**src/rtl/sar_adc_pkg.sv**
```systemverilog
package sar_adc_pkg;

    typedef enum logic {
        ST_IDLE = 1'b0,
        ST_CONV = 1'b1
    } ctl_state_e;

    typedef enum logic [1:0] {
        OP_NONE  = 2'd0,
        OP_START = 2'd1,
        OP_JUDGE = 2'd2
    } dp_op_e;

endpackage

```
**src/rtl/sar_sync.sv**
```systemverilog
module sar_sync #(
    parameter int WIDTH  = 2,
    parameter int STAGES = 2
) (
    input  logic             clk,
    input  logic             rst,
    input  logic [WIDTH-1:0] async_i,
    output logic [WIDTH-1:0] sync_o
);
    logic [WIDTH-1:0] stage_d [STAGES];
    logic [WIDTH-1:0] stage_q [STAGES];

    always_comb begin
        stage_d[0] = async_i;
        for (int i = 1; i < STAGES; i++) begin
            stage_d[i] = stage_q[i-1];
        end
    end

    always_ff @(posedge clk) begin
        for (int i = 0; i < STAGES; i++) begin
            if (rst) stage_q[i] <= '0;
            else     stage_q[i] <= stage_d[i];
        end
    end

    assign sync_o = stage_q[STAGES-1];
endmodule

```
**src/rtl/sar_frame_timer.sv**
```systemverilog
module sar_frame_timer #(
    parameter int FRAME_CLKS = 120000
) (
    input  logic clk,
    input  logic rst,
    output logic tick_o
);
    localparam int CNT_W = (FRAME_CLKS > 1) ? $clog2(FRAME_CLKS) : 1;
    localparam logic [CNT_W-1:0] LAST = CNT_W'(FRAME_CLKS - 1);

    typedef struct packed {
        logic [CNT_W-1:0] cnt;
    } timer_t;

    timer_t tmr_d, tmr_q;

    always_comb begin
        tmr_d = tmr_q;
        if (tmr_q.cnt == LAST) tmr_d.cnt = '0;
        else                   tmr_d.cnt = tmr_q.cnt + 1'b1;
    end

    always_ff @(posedge clk) begin
        if (rst) tmr_q <= '0;
        else     tmr_q <= tmr_d;
    end

    assign tick_o = (tmr_q.cnt == LAST);
endmodule

```
**src/rtl/sar_datapath.sv**
```systemverilog
module sar_datapath
    import sar_adc_pkg::*;
#(
    parameter int WIDTH       = 7,
    parameter int SETTLE_CLKS = 1000
) (
    input  logic             clk,
    input  logic             rst,
    input  dp_op_e           op_i,
    input  logic             cmp_i,
    output logic             settled_o,
    output logic             last_bit_o,
    output logic [WIDTH-1:0] vc_o,
    output logic [WIDTH-1:0] result_o
);
    localparam int SET_W = $clog2(SETTLE_CLKS + 1);
    localparam logic [SET_W-1:0] SET_LAST = SET_W'(SETTLE_CLKS - 1);
    localparam logic [WIDTH-1:0] TOP_BIT  = {1'b1, {(WIDTH-1){1'b0}}};

    typedef struct packed {
        logic [WIDTH-1:0] vc;
        logic [WIDTH-1:0] mask;
        logic [WIDTH-1:0] result;
        logic [SET_W-1:0] wait_cnt;
    } dp_t;

    dp_t dp_d, dp_q;
    logic [WIDTH-1:0] decided;

    always_comb begin
        dp_d    = dp_q;
        decided = cmp_i ? dp_q.vc : (dp_q.vc & ~dp_q.mask);
        unique case (op_i)
            OP_START: begin
                dp_d.vc       = TOP_BIT;
                dp_d.mask     = TOP_BIT;
                dp_d.wait_cnt = '0;
            end
            OP_JUDGE: begin
                dp_d.wait_cnt = '0;
                if (dp_q.mask[0]) begin
                    dp_d.vc     = decided;
                    dp_d.result = decided;
                end else begin
                    dp_d.mask = dp_q.mask >> 1;
                    dp_d.vc   = decided | (dp_q.mask >> 1);
                end
            end
            default: begin
                if (dp_q.wait_cnt != SET_LAST)
                    dp_d.wait_cnt = dp_q.wait_cnt + 1'b1;
            end
        endcase
    end

    always_ff @(posedge clk) begin
        if (rst) dp_q <= '0;
        else     dp_q <= dp_d;
    end

    assign settled_o  = (dp_q.wait_cnt == SET_LAST);
    assign last_bit_o = dp_q.mask[0];
    assign vc_o       = dp_q.vc;
    assign result_o   = dp_q.result;
endmodule

```
**src/rtl/sar_controller.sv**
```systemverilog
module sar_controller
    import sar_adc_pkg::*;
(
    input  logic   clk,
    input  logic   rst,
    input  logic   tick_i,
    input  logic   pause_i,
    input  logic   settled_i,
    input  logic   last_bit_i,
    output dp_op_e op_o,
    output logic   done_n_o,
    output logic   idle_o
);
    typedef struct packed {
        ctl_state_e state;
        logic       done_n;
    } ctl_t;

    ctl_t ctl_d, ctl_q;

    always_comb begin
        ctl_d        = ctl_q;
        ctl_d.done_n = 1'b1;
        op_o         = OP_NONE;
        unique case (ctl_q.state)
            ST_IDLE: begin
                if (tick_i && !pause_i) begin
                    op_o        = OP_START;
                    ctl_d.state = ST_CONV;
                end
            end
            ST_CONV: begin
                if (settled_i) begin
                    op_o = OP_JUDGE;
                    if (last_bit_i) begin
                        ctl_d.state  = ST_IDLE;
                        ctl_d.done_n = 1'b0;
                    end
                end
            end
            default: ctl_d.state = ST_IDLE;
        endcase
    end

    always_ff @(posedge clk) begin
        if (rst) begin
            ctl_q.state  <= ST_IDLE;
            ctl_q.done_n <= 1'b1;
        end else begin
            ctl_q <= ctl_d;
        end
    end

    assign done_n_o = ctl_q.done_n;
    assign idle_o   = (ctl_q.state == ST_IDLE);
endmodule

```
**src/rtl/sar_adc_ctrl.sv**
```systemverilog
module sar_adc_ctrl
    import sar_adc_pkg::*;
#(
    parameter int WIDTH       = 7,
    parameter int FRAME_CLKS  = 120000,
    parameter int SETTLE_CLKS = 1000
) (
    input  logic             clk,
    input  logic             rst,
    input  logic             cmp_in,
    input  logic             pause_in,
    output logic [WIDTH-1:0] vc_out,
    output logic [WIDTH-1:0] result_out,
    output logic             done_n
);
    localparam int SYNC_STAGES = 2;

    logic [1:0] sync_bus;
    logic       cmp_s, pause_s, tick, settled, last_bit, ctl_idle;
    dp_op_e     op;

    sar_sync #(.WIDTH(2), .STAGES(SYNC_STAGES)) u_sync (
        .clk    (clk),
        .rst    (rst),
        .async_i({pause_in, cmp_in}),
        .sync_o (sync_bus)
    );
    assign cmp_s   = sync_bus[0];
    assign pause_s = sync_bus[1];

    sar_frame_timer #(.FRAME_CLKS(FRAME_CLKS)) u_timer (
        .clk   (clk),
        .rst   (rst),
        .tick_o(tick)
    );

    sar_controller u_ctl (
        .clk       (clk),
        .rst       (rst),
        .tick_i    (tick),
        .pause_i   (pause_s),
        .settled_i (settled),
        .last_bit_i(last_bit),
        .op_o      (op),
        .done_n_o  (done_n),
        .idle_o    (ctl_idle)
    );

    sar_datapath #(.WIDTH(WIDTH), .SETTLE_CLKS(SETTLE_CLKS)) u_dp (
        .clk       (clk),
        .rst       (rst),
        .op_i      (op),
        .cmp_i     (cmp_s),
        .settled_o (settled),
        .last_bit_o(last_bit),
        .vc_o      (vc_out),
        .result_o  (result_out)
    );
endmodule

```
**config.mk**
```make
export PLATFORM = sky130hd
export DESIGN_NAME = sar_adc_ctrl
export DESIGN_NICKNAME = d
export VERILOG_FILES = /design/src/rtl/sar_adc_pkg.sv /design/src/rtl/sar_sync.sv /design/src/rtl/sar_frame_timer.sv /design/src/rtl/sar_datapath.sv /design/src/rtl/sar_controller.sv /design/src/rtl/sar_adc_ctrl.sv
export SDC_FILE = /design/constraint.sdc
export NUM_CORES = 1
export LEC_CHECK = 0
export BUFFER_PORTS_ARGS = -buffer_cell sky130_fd_sc_hd__buf_2
export CORE_AREA = 2 2 78 80
export DETAILED_ROUTE_END_ITERATION = 12
export DIE_AREA = 0 0 80 82
export MAX_ROUTING_LAYER = met4
export PLACE_DENSITY_LB_ADDON = 0.25
export SLEW_MARGIN = 20
export SYNTH_ARGS = -nofsm -noshare
export SYNTH_HDL_FRONTEND = slang
export SYNTH_SLANG_ARGS = --single-unit
```
**constraint.sdc**
```tcl
create_clock -name clk -period 2.7 [get_ports clk]
set_input_delay 0.54 -clock clk [delete_from_list [all_inputs] [get_ports clk]]
set_output_delay 0.54 -clock clk [all_outputs]
set_load 0.01 [all_outputs]
```
==> results of run 1 <==
[registers in the layout, indices dropped and copies added, names as in the netlist]
register         cells
u_ctl.ctl_q          1
u_ctl.done_n_o       1
u_dp.dp_q           16
u_dp.last_bit_o      1
u_dp.result_o        7
u_dp.vc_o            7
u_sync.stage_q       4
u_timer.tmr_q       17
[cell usage after synthesis (3+ instances only)]
library cell,instances
a21oi_1,21
inv_1,11
nand3_1,15
o21ai_0,14
or3_1,6
nand2_1,14
clkbuf_1,10
o32ai_1,6
xor2_1,10
nand4_1,10
o41ai_1,5
a21boi_0,5
nor2_1,15
dfxtp_1,54
xnor2_1,5
nand3b_1,13
nor2b_1,5
buf_6,3
and3_1,4
and4_1,4
nor3_1,13
buf_4,15
[worst max-delay path: stages, from the launching register on]
cell,delay [ps]
dfxtp_1,370
ha_1,250
and4bb_2,290
nand4_1,450
o32ai_1,440
[where the power goes]
group          internal, mW  switching, mW  total, mW
registers             0.806        0.00741      0.813
clock network         0.178          0.243      0.422
logic                0.0166         0.0257     0.0423
total                  1.00          0.276       1.28
[per-layer routing]
layer  track usage  vias up  share of wire
met5             -        -              0
met4        0.0407        0         0.0079
met3        0.0341        5          0.030
met2         0.258       27           0.46
met1         0.216      921           0.50
li1              -     1012              -
[worst paths after layout]
check / from / end / slack (ps) / depth (start not counted)
setup / recovery: u_dp.dp_q[0] / u_dp.vc_o[3] / 800 / 4
hold / removal: cmp_in / u_sync.stage_q[0][0] / 440 / 2
setup reg to reg: u_dp.dp_q[0] / u_dp.vc_o[3] / 800 / 4
hold reg to reg: u_sync.stage_q[0][1] / u_sync.stage_q[1][1] / 450 / 1
[through the flow]
| stage | cells | setup WS (ps) |
|---|---|---|
| CTS | 358 | 794 |
| floorplan | 285 | 953 |
| finish | 358 | 805 |
| global placement | 351 | 849 |
| detailed placement | 351 | 793 |
| global route | 358 | 606 |
[area by class of cell]
type	instances	area share
Multi-Input combinational cell	190	0.462
Sequential cell	54	0.413
Timing Repair Buffer	21	0.0430
Tap cell	75	0.0359
Clock buffer	6	0.0277
Inverter	11	0.0158
Clock inverter	1	0.00287
[cell families after synthesis]
family / synth area share
simple gates: 0.266
compound gates: 0.147
flops: 0.428
buf+inv: 0.0932
xor+xnor: 0.0520
fa+ha+maj: 0.00991
mux: 0.00396
==> impl_metrics.ini, run 1 <==
[clocking]
cts_buffers = 5
cts_tree = built
clkSinkCount = 54
clock_path_buffers = 2
path_clk_slew_ps = 90
cts-root-buf = clkbuf_8
postCtsHoldBufs = 0
htreeDepth = 2
cts_resized = 0
post-cts-setup-buffer-count = 0
insertion_delay_ps = 300

[outcome]
status = finished, final reports clean

[logic_synthesis]
ys.warnings.count = 0
synth_nets = 291
synthArstFlopShare = 0
syn_inst = 285
yosysTopAreaCell = dfxtp_1
ys.flop_type = dfxtp_1
netlist_area_mm2 = 0.00252
ys_seq_area_frac = 0.428
synth_top_cell_area_share = 0.428
synth_seq_cells = 54
synth_edf_count = 0
syn_avg_cell_area_um2 = 8.86
yosys.cell_types.count = 43
synth.area.top_cells = dfxtp_1 (43%), buf_4 (4.5%), a21oi_1 (4.2%), nand3b_1 (3.9%), xor2_1 (3.5%)

[worst_hold_path]
hp-class = in -> reg

[cells_and_area]
diodes = 0
final_util = 0.456
final_common_cell = dfxtp_1
multi_input_area_mm2 = 0.00121
nFillCells = 596
drive_gt1_frac = 0.120
mostFrequentLayoutCells = dfxtp_1 (54), a21oi_1 (21), buf_2 (18)
nNetsFinal = 289
syn2layout_area_growth_pct = 3.67
postLayoutCellArea_mm2 = 0.00262
seq_area_mm2 = 0.00108

[floorplanning]
die_w_um = 80
dieArea_mm2 = 0.00656
die_y_um = 82
core_region_area_mm2 = 0.00575
boundaryPins = 19
initial_core_util = 0.439
row_count = 28

[drt]
wirelength_um = 4830
vias = 1965
wl_per_cell_um = 13.5
via_per_inst = 5.49
drtAntennaViolNets = 0
drtIter0Drc = 126
first_pass_iters = 4
drc = 0

[sta]
slew_violations = 0
min_period_ps = 1900
period_share = 0.702
whs_ps = 444
finalHoldViolCount = 0
final.setup.tns_ps = 0
clock.fmax_mhz = 528
slew_headroom = 0.627
finalSetupViolCount = 0
grt_setup_unrepaired = false
worst_clock_skew_ps = 10.2
worstMarginPinSlew_ps = 560

[setup_path]
arrival_ps = 2090
start_kind = register
worstPathRequired_ps = 2900
worstSetupEndpointType = register
path_max_fanout = 12
path_class = reg -> reg

[placement]
place_area_mm2 = 0.00254
portBuffers = 18
gp_congestion = 0.816
dp.final_hpwl_um = 3270

[power]
total_leakage_power_nw = 0.898
p_per_area_mw_per_mm2 = 488
power.total_mw = 1.28
peakVddDrop_uv = 182

[global_routing]
antenna_found_initial = 0
grt_util_all_layers = 0.164
grt_pass1_wl_um = 8320
grt_pass1_vias = 1752
grt_max_degree = 24
grt_overflow_total = 0

[flow_run]
max_cap_violations = 0
(Power assumes the default switching activity.)
==> run 2: changes to the inputs <==
clock period = 1.54 ns   (was 2.7 ns; I/O delays follow)
==> run 2 against run 1 <==
Effect of this change:
- the flow now finishes with violations (setup timing)
- register-to-register slack got worse by 920 ps
- first-iteration DRC count is 36% lower
- clock skew increased by 0.81 ps
- final area is 25% higher
- core utilization is 11 points higher
- combinational power grew to 3.0 times the previous value
- non-clock buffer count up 45
- via count increased by 12%
- highest routed layer unchanged
==> impl_metrics.ini, run 2 (synthesis results as in run 1) <==
[sta]
clock.fmax_mhz = 605
worstMarginPinSlew_ps = 503
worst_clock_skew_ps = 11.0
min_period_ps = 1650
finalHoldViolCount = 0
slew_headroom = 0.665
period_share = 1.07
setup_ws_ps = -113
grt_setup_unrepaired = true
slew_violations = 0
finalSetupViolCount = 42

[drt]
wl_per_cell_um = 15.0
wirelength_um = 6040
drc = 0
drtIter0Drc = 81
vias = 2203
drtAntennaViolNets = 0
first_pass_iters = 4
via_per_inst = 5.45

[clocking]
insertion_delay_ps = 310
path_clk_slew_ps = 90
cts-root-buf = clkbuf_8
clkSinkCount = 54
htreeDepth = 2
clock_path_buffers = 2
cts_tree = built
cts_buffers = 5

[floorplanning]
die_w_um = 80
die_y_um = 82
initial_core_util = 0.439
core_region_area_mm2 = 0.00575
row_count = 28
boundaryPins = 19
dieArea_mm2 = 0.00656

[cells_and_area]
diodes = 0
syn2layout_area_growth_pct = 29.7
final_util = 0.570
top_regs = u_timer.tmr_q (17), u_dp.dp_q (16)
nNetsFinal = 335
largest-register = u_timer.tmr_q
drive_gt1_frac = 0.392
final_common_cell = dfxtp_1
mostFrequentLayoutCells = dfxtp_1 (47), buf_4 (41), buf_2 (19)
nFillCells = 537
seq_area_mm2 = 0.00109
largest_reg_flops = 17
multi_input_area_mm2 = 0.00145
stdcell_count = 404

[setup_path]
start_kind = register
worstPathRequired_ps = 1720
rr_worst_depth = 6
worst-r2r-setup-slack_ps = -110
r2r-end = u_dp.vc_o[4]
arrival_ps = 1830
path_class = reg -> reg
path_max_fanout = 6
r2r-start = u_timer.tmr_q[0]
worstSetupEndpointType = register

[placement]
dp_cells = 389
portBuffers = 18
gp_congestion = 0.842
dp.final_hpwl_um = 3880
dpl_worst_slack_ps = -160

[global_routing]
grt_util_all_layers = 0.187
grt_pass1_vias = 1981
antenna_found_initial = 0
grt_pass1_wl_um = 9350
grt_overflow_total = 0
grt_max_degree = 32

[flow_run]
max_cap_violations = 0

[worst_hold_path]
whs_path_depth = 2
min_from = cmp_in
hold_end = u_sync.stage_q[0][0]
hp-class = in -> reg

[power]
peakVddDrop_uv = 686
power.total_mw = 2.54
total_leakage_power_nw = 1.20
p_per_area_mw_per_mm2 = 776

[outcome]
violations = setup timing
status = complete, but fails checks
-- run 2: cell count changes in the layout (fill, tap and decap cells not counted), moves of 7 or more --
| cell | change |
|---|---|
| dfxtp_1 | -7 |
| nor3_2 | +9 |
| a21oi_2 | +7 |
| dfxtp_2 | +7 |
| buf_4 | +38 |
| a21oi_1 | -7 |
| nor3_1 | -10 |
| nor2_2 | +7 |
| nor2_1 | -7 |
-- run 2: cell type report --
cell class / count / share of cell area
Tap cell: 75 / 0.0286
Multi-Input combinational cell: 191 / 0.441
Inverter: 11 / 0.0126
Clock buffer: 6 / 0.0252
Timing Repair Buffer: 66 / 0.150
Clock inverter: 1 / 0.00917
Sequential cell: 54 / 0.333
-- run 2: worst max-delay path, stage by stage, from the launching register on --
cell and delay (ps):
dfxtp_2 360, ha_4 130, and4_4 230, nand4_1 190
nor4b_4 320, buf_4 210, o32ai_1 80
-- run 2: metrics by stage --
step / cell area (um2) / hold slack (ps) / TNS (ps)
finish: 3280 / 214 / -1730
global route: 3280 / 232 / -5570
CTS: 3120 / 207 / -1420
detailed placement: 2910 / 423 / -2080
global placement: 2910 / 417 / -1500
floorplan: 2610 / 414 / -1300
-- run 2: per-layer routing --
| layer | part of all wire | GRT usage |
|---|---|---|
| met3 | 0.031 | 0.0341 |
| met5 | 0 | - |
| met4 | 0.012 | 0.0508 |
| met2 | 0.48 | 0.288 |
| met1 | 0.47 | 0.253 |
-- run 2: worst max-delay path by stage --
stage                     start             end  slack [ps]  cells after the start
6_report       u_timer.tmr_q[0]    u_dp.vc_o[4]        -110                      6
2_1_floorplan      u_dp.dp_q[1]  u_ctl.done_n_o        -110                      5
4_1_cts            u_dp.dp_q[1]    u_dp.dp_q[5]         -90                      5
5_1_grt        u_timer.tmr_q[0]   u_dp.dp_q[20]        -180                      6
3_3_place_gp       u_dp.dp_q[1]    u_dp.dp_q[5]        -120                      5
3_5_place_dp       u_dp.dp_q[1]    u_dp.dp_q[5]        -160                      5
-- run 2: what timing repair did --
item | in CTS | in global routing
pin swaps | 4 | 24
hold buffers | 0 | 0
setup endpoints to repair | 49 | 50
cloned | 2 | 3
setup buffers | 1 | 3
gates resized for setup | 19 | 30
-- run 2: power breakdown --
| part | total (mW) | internal (mW) | switching [mW] |
|---|---|---|---|
| combinational | 0.128 | 0.0624 | 0.0652 |
| sequential | 1.43 | 1.42 | 0.0155 |
| clock | 0.983 | 0.521 | 0.462 |
| total | 2.54 | 2.00 | 0.542 |
==> run 3: changes to the inputs <==
ABC_CLOCK_PERIOD_IN_PS = 1540   (was default)
REMOVE_ABC_BUFFERS = 1   (was default)
SETUP_SLACK_MARGIN = 0.2   (was default)
==> run 3 against run 2 <==
Effect of this change:
- the run still ends with setup timing left
- combinational power barely moved
- first-iteration DRC count up 36%
- total power fell by 5.9%
- largest power group unchanged
- core utilization increased by 0.87 points
==> impl_metrics.ini, run 3 (synthesis results as in run 1) <==
[floorplanning]
core_region_area_mm2 = 0.00575
initial_core_util = 0.439
die_w_um = 80
die_y_um = 82
dieArea_mm2 = 0.00656
row_count = 28
boundaryPins = 19

[setup_path]
worstSetupEndpointType = register
path_cells = buf_6 -> nor4_4 -> nand3_2 -> nor4b_4 -> buf_4 -> o41ai_1
r2r-start = u_timer.tmr_q[8]
rr_worst_depth = 6
path_max_fanout = 5
r2r-end = u_dp.dp_q[22]
worstPathRequired_ps = 1730
start_kind = register
crit_slowest_cell = nor4b_4
crit_family = simple AND/OR/NAND/NOR gates
critical_path_buf_inv_count = 2
cp-startpoint = u_timer.tmr_q[8]
arrival_ps = 1810
worst-r2r-setup-slack_ps = -80
critPathMaxStageDelay_ps = 360
path_class = reg -> reg

[clocking]
cts-root-buf = clkbuf_8
cts_buffers = 5
clock_path_buffers = 2
htreeDepth = 2
cts_tree = built
path_clk_slew_ps = 100
clkSinkCount = 54
insertion_delay_ps = 310
postCtsHoldBufs = 0

[cells_and_area]
nNetsFinal = 339
nFillCells = 540
drive_gt1_frac = 0.404
syn2layout_area_growth_pct = 31.7
final_util = 0.579
postLayoutCellArea_mm2 = 0.00333
largest_reg_flops = 17
mostFrequentLayoutCells = buf_4 (42), dfxtp_1 (42), a21oi_1 (18), buf_2 (18), nor2_1 (14)
top_regs = u_timer.tmr_q (17), u_dp.dp_q (16)
diodes = 0
largest-register = u_timer.tmr_q

[drt]
wirelength_um = 5970
drc = 0
via_per_inst = 5.48
drtIter0Drc = 110
drtAntennaViolNets = 0
vias = 2240
first_pass_iters = 4
wl_per_cell_um = 14.6

[sta]
grt_setup_unrepaired = true
period_share = 1.05
min_period_ps = 1620
worstMarginPinSlew_ps = 523
final.setup.tns_ps = -1080
worst_clock_skew_ps = 13.4
slew_headroom = 0.651
slew_violations = 0
setup_ws_ps = -76.2
finalHoldViolCount = 0
clock.fmax_mhz = 619
finalSetupViolCount = 29

[outcome]
status = complete, but fails checks
violations = setup timing

[global_routing]
grtUsageMet3 = 0.0396
grt_max_degree = 32
grt_pass1_vias = 1985
use_met1 = 0.250
grt_pass1_wl_um = 9610
grt_overflow_total = 0
use_met2 = 0.304
grt_util_all_layers = 0.192
antenna_found_initial = 0
top_usage_layer = met2

[power]
p_per_area_mw_per_mm2 = 719
pwr-share-seq = 0.598
swShare = 0.226
clkPwrFrac = 0.349
p_int_mw = 1.85
comb_power_share = 0.053
switchingPower_uw = 541
total_leakage_power_nw = 1.24
peakVddDrop_uv = 475

[worst_hold_path]
whs_path_depth = 2
hp-class = in -> reg
min_from = cmp_in
hold_end = u_sync.stage_q[0][0]

[placement]
portBuffers = 18
dp.final_hpwl_um = 3730
place_area_mm2 = 0.00286
gp_congestion = 0.836

[flow_run]
max_cap_violations = 0
## run 3: changes by cell type in the layout (fill, tap and decap cells not counted), sizes merged
| cell | change |
|---|---|
| buf | +5 |
| bufinv | -1 |
| inv | +1 |
## run 3: how the worst max path moves through the flow
| stage | endpoint | slack [ps] | cells past startpoint |
|---|---|---|---|
| 2_1_floorplan | u_dp.vc_o[0] | -340 | 5 |
| 3_3_place_gp | u_dp.vc_o[1] | -120 | 6 |
| 3_5_place_dp | u_ctl.done_n_o | -130 | 4 |
| 4_1_cts | u_ctl.done_n_o | -110 | 4 |
| 5_1_grt | u_dp.vc_o[4] | -160 | 6 |
| 6_report | u_dp.dp_q[22] | -80 | 6 |
## run 3: area by class of cell
cell class / count / area [um2] / area share
clock inverter: 1 / 8.76 / 0.00263
inverter: 11 / 41.3 / 0.0124
multi-input combinational: 191 / 1460 / 0.440
clock buffer: 7 / 86.3 / 0.0260
tap: 75 / 93.8 / 0.0282
sequential: 54 / 1100 / 0.330
timing repair buffer: 70 / 536 / 0.161
## run 3: per-stage QoR
step           std cells  power (mW)  setup slack [ps]  hold slack, ps
2_1_floorplan        255        1.50              -337             377
3_3_place_gp         390        1.56              -118             428
3_5_place_dp         390        1.56              -129             431
4_1_cts              407        2.40              -107             201
5_1_grt              409        2.48              -158             227
6_report             409        2.39             -76.2             202
## run 3: routing by layer
layer	up-vias	share of wire
met3	8	0.024
met1	1074	0.47
met2	31	0.49
li1	1127	-
met4	0	0.012
met5	-	0
## run 3: what timing repair did
| item | 4_1_cts | 5_1_grt |
|---|---|---|
| setup endpoints to repair | 50 | 50 |
| gates cloned | 3 | 0 |
| resized for setup | 37 | 43 |
| buffers inserted | 6 | 2 |
| pin swaps | 20 | 25 |
## run 3: power groups by stage
stage / logic, mW / clock network, mW / registers (mW)
after floorplan: 0.0441 / 0 / 1.46
after global placement: 0.104 / 0 / 1.45
after detailed placement: 0.106 / 0 / 1.46
after CTS: 0.114 / 0.857 / 1.43
after global routing: 0.140 / 0.907 / 1.43
final: 0.126 / 0.835 / 1.43
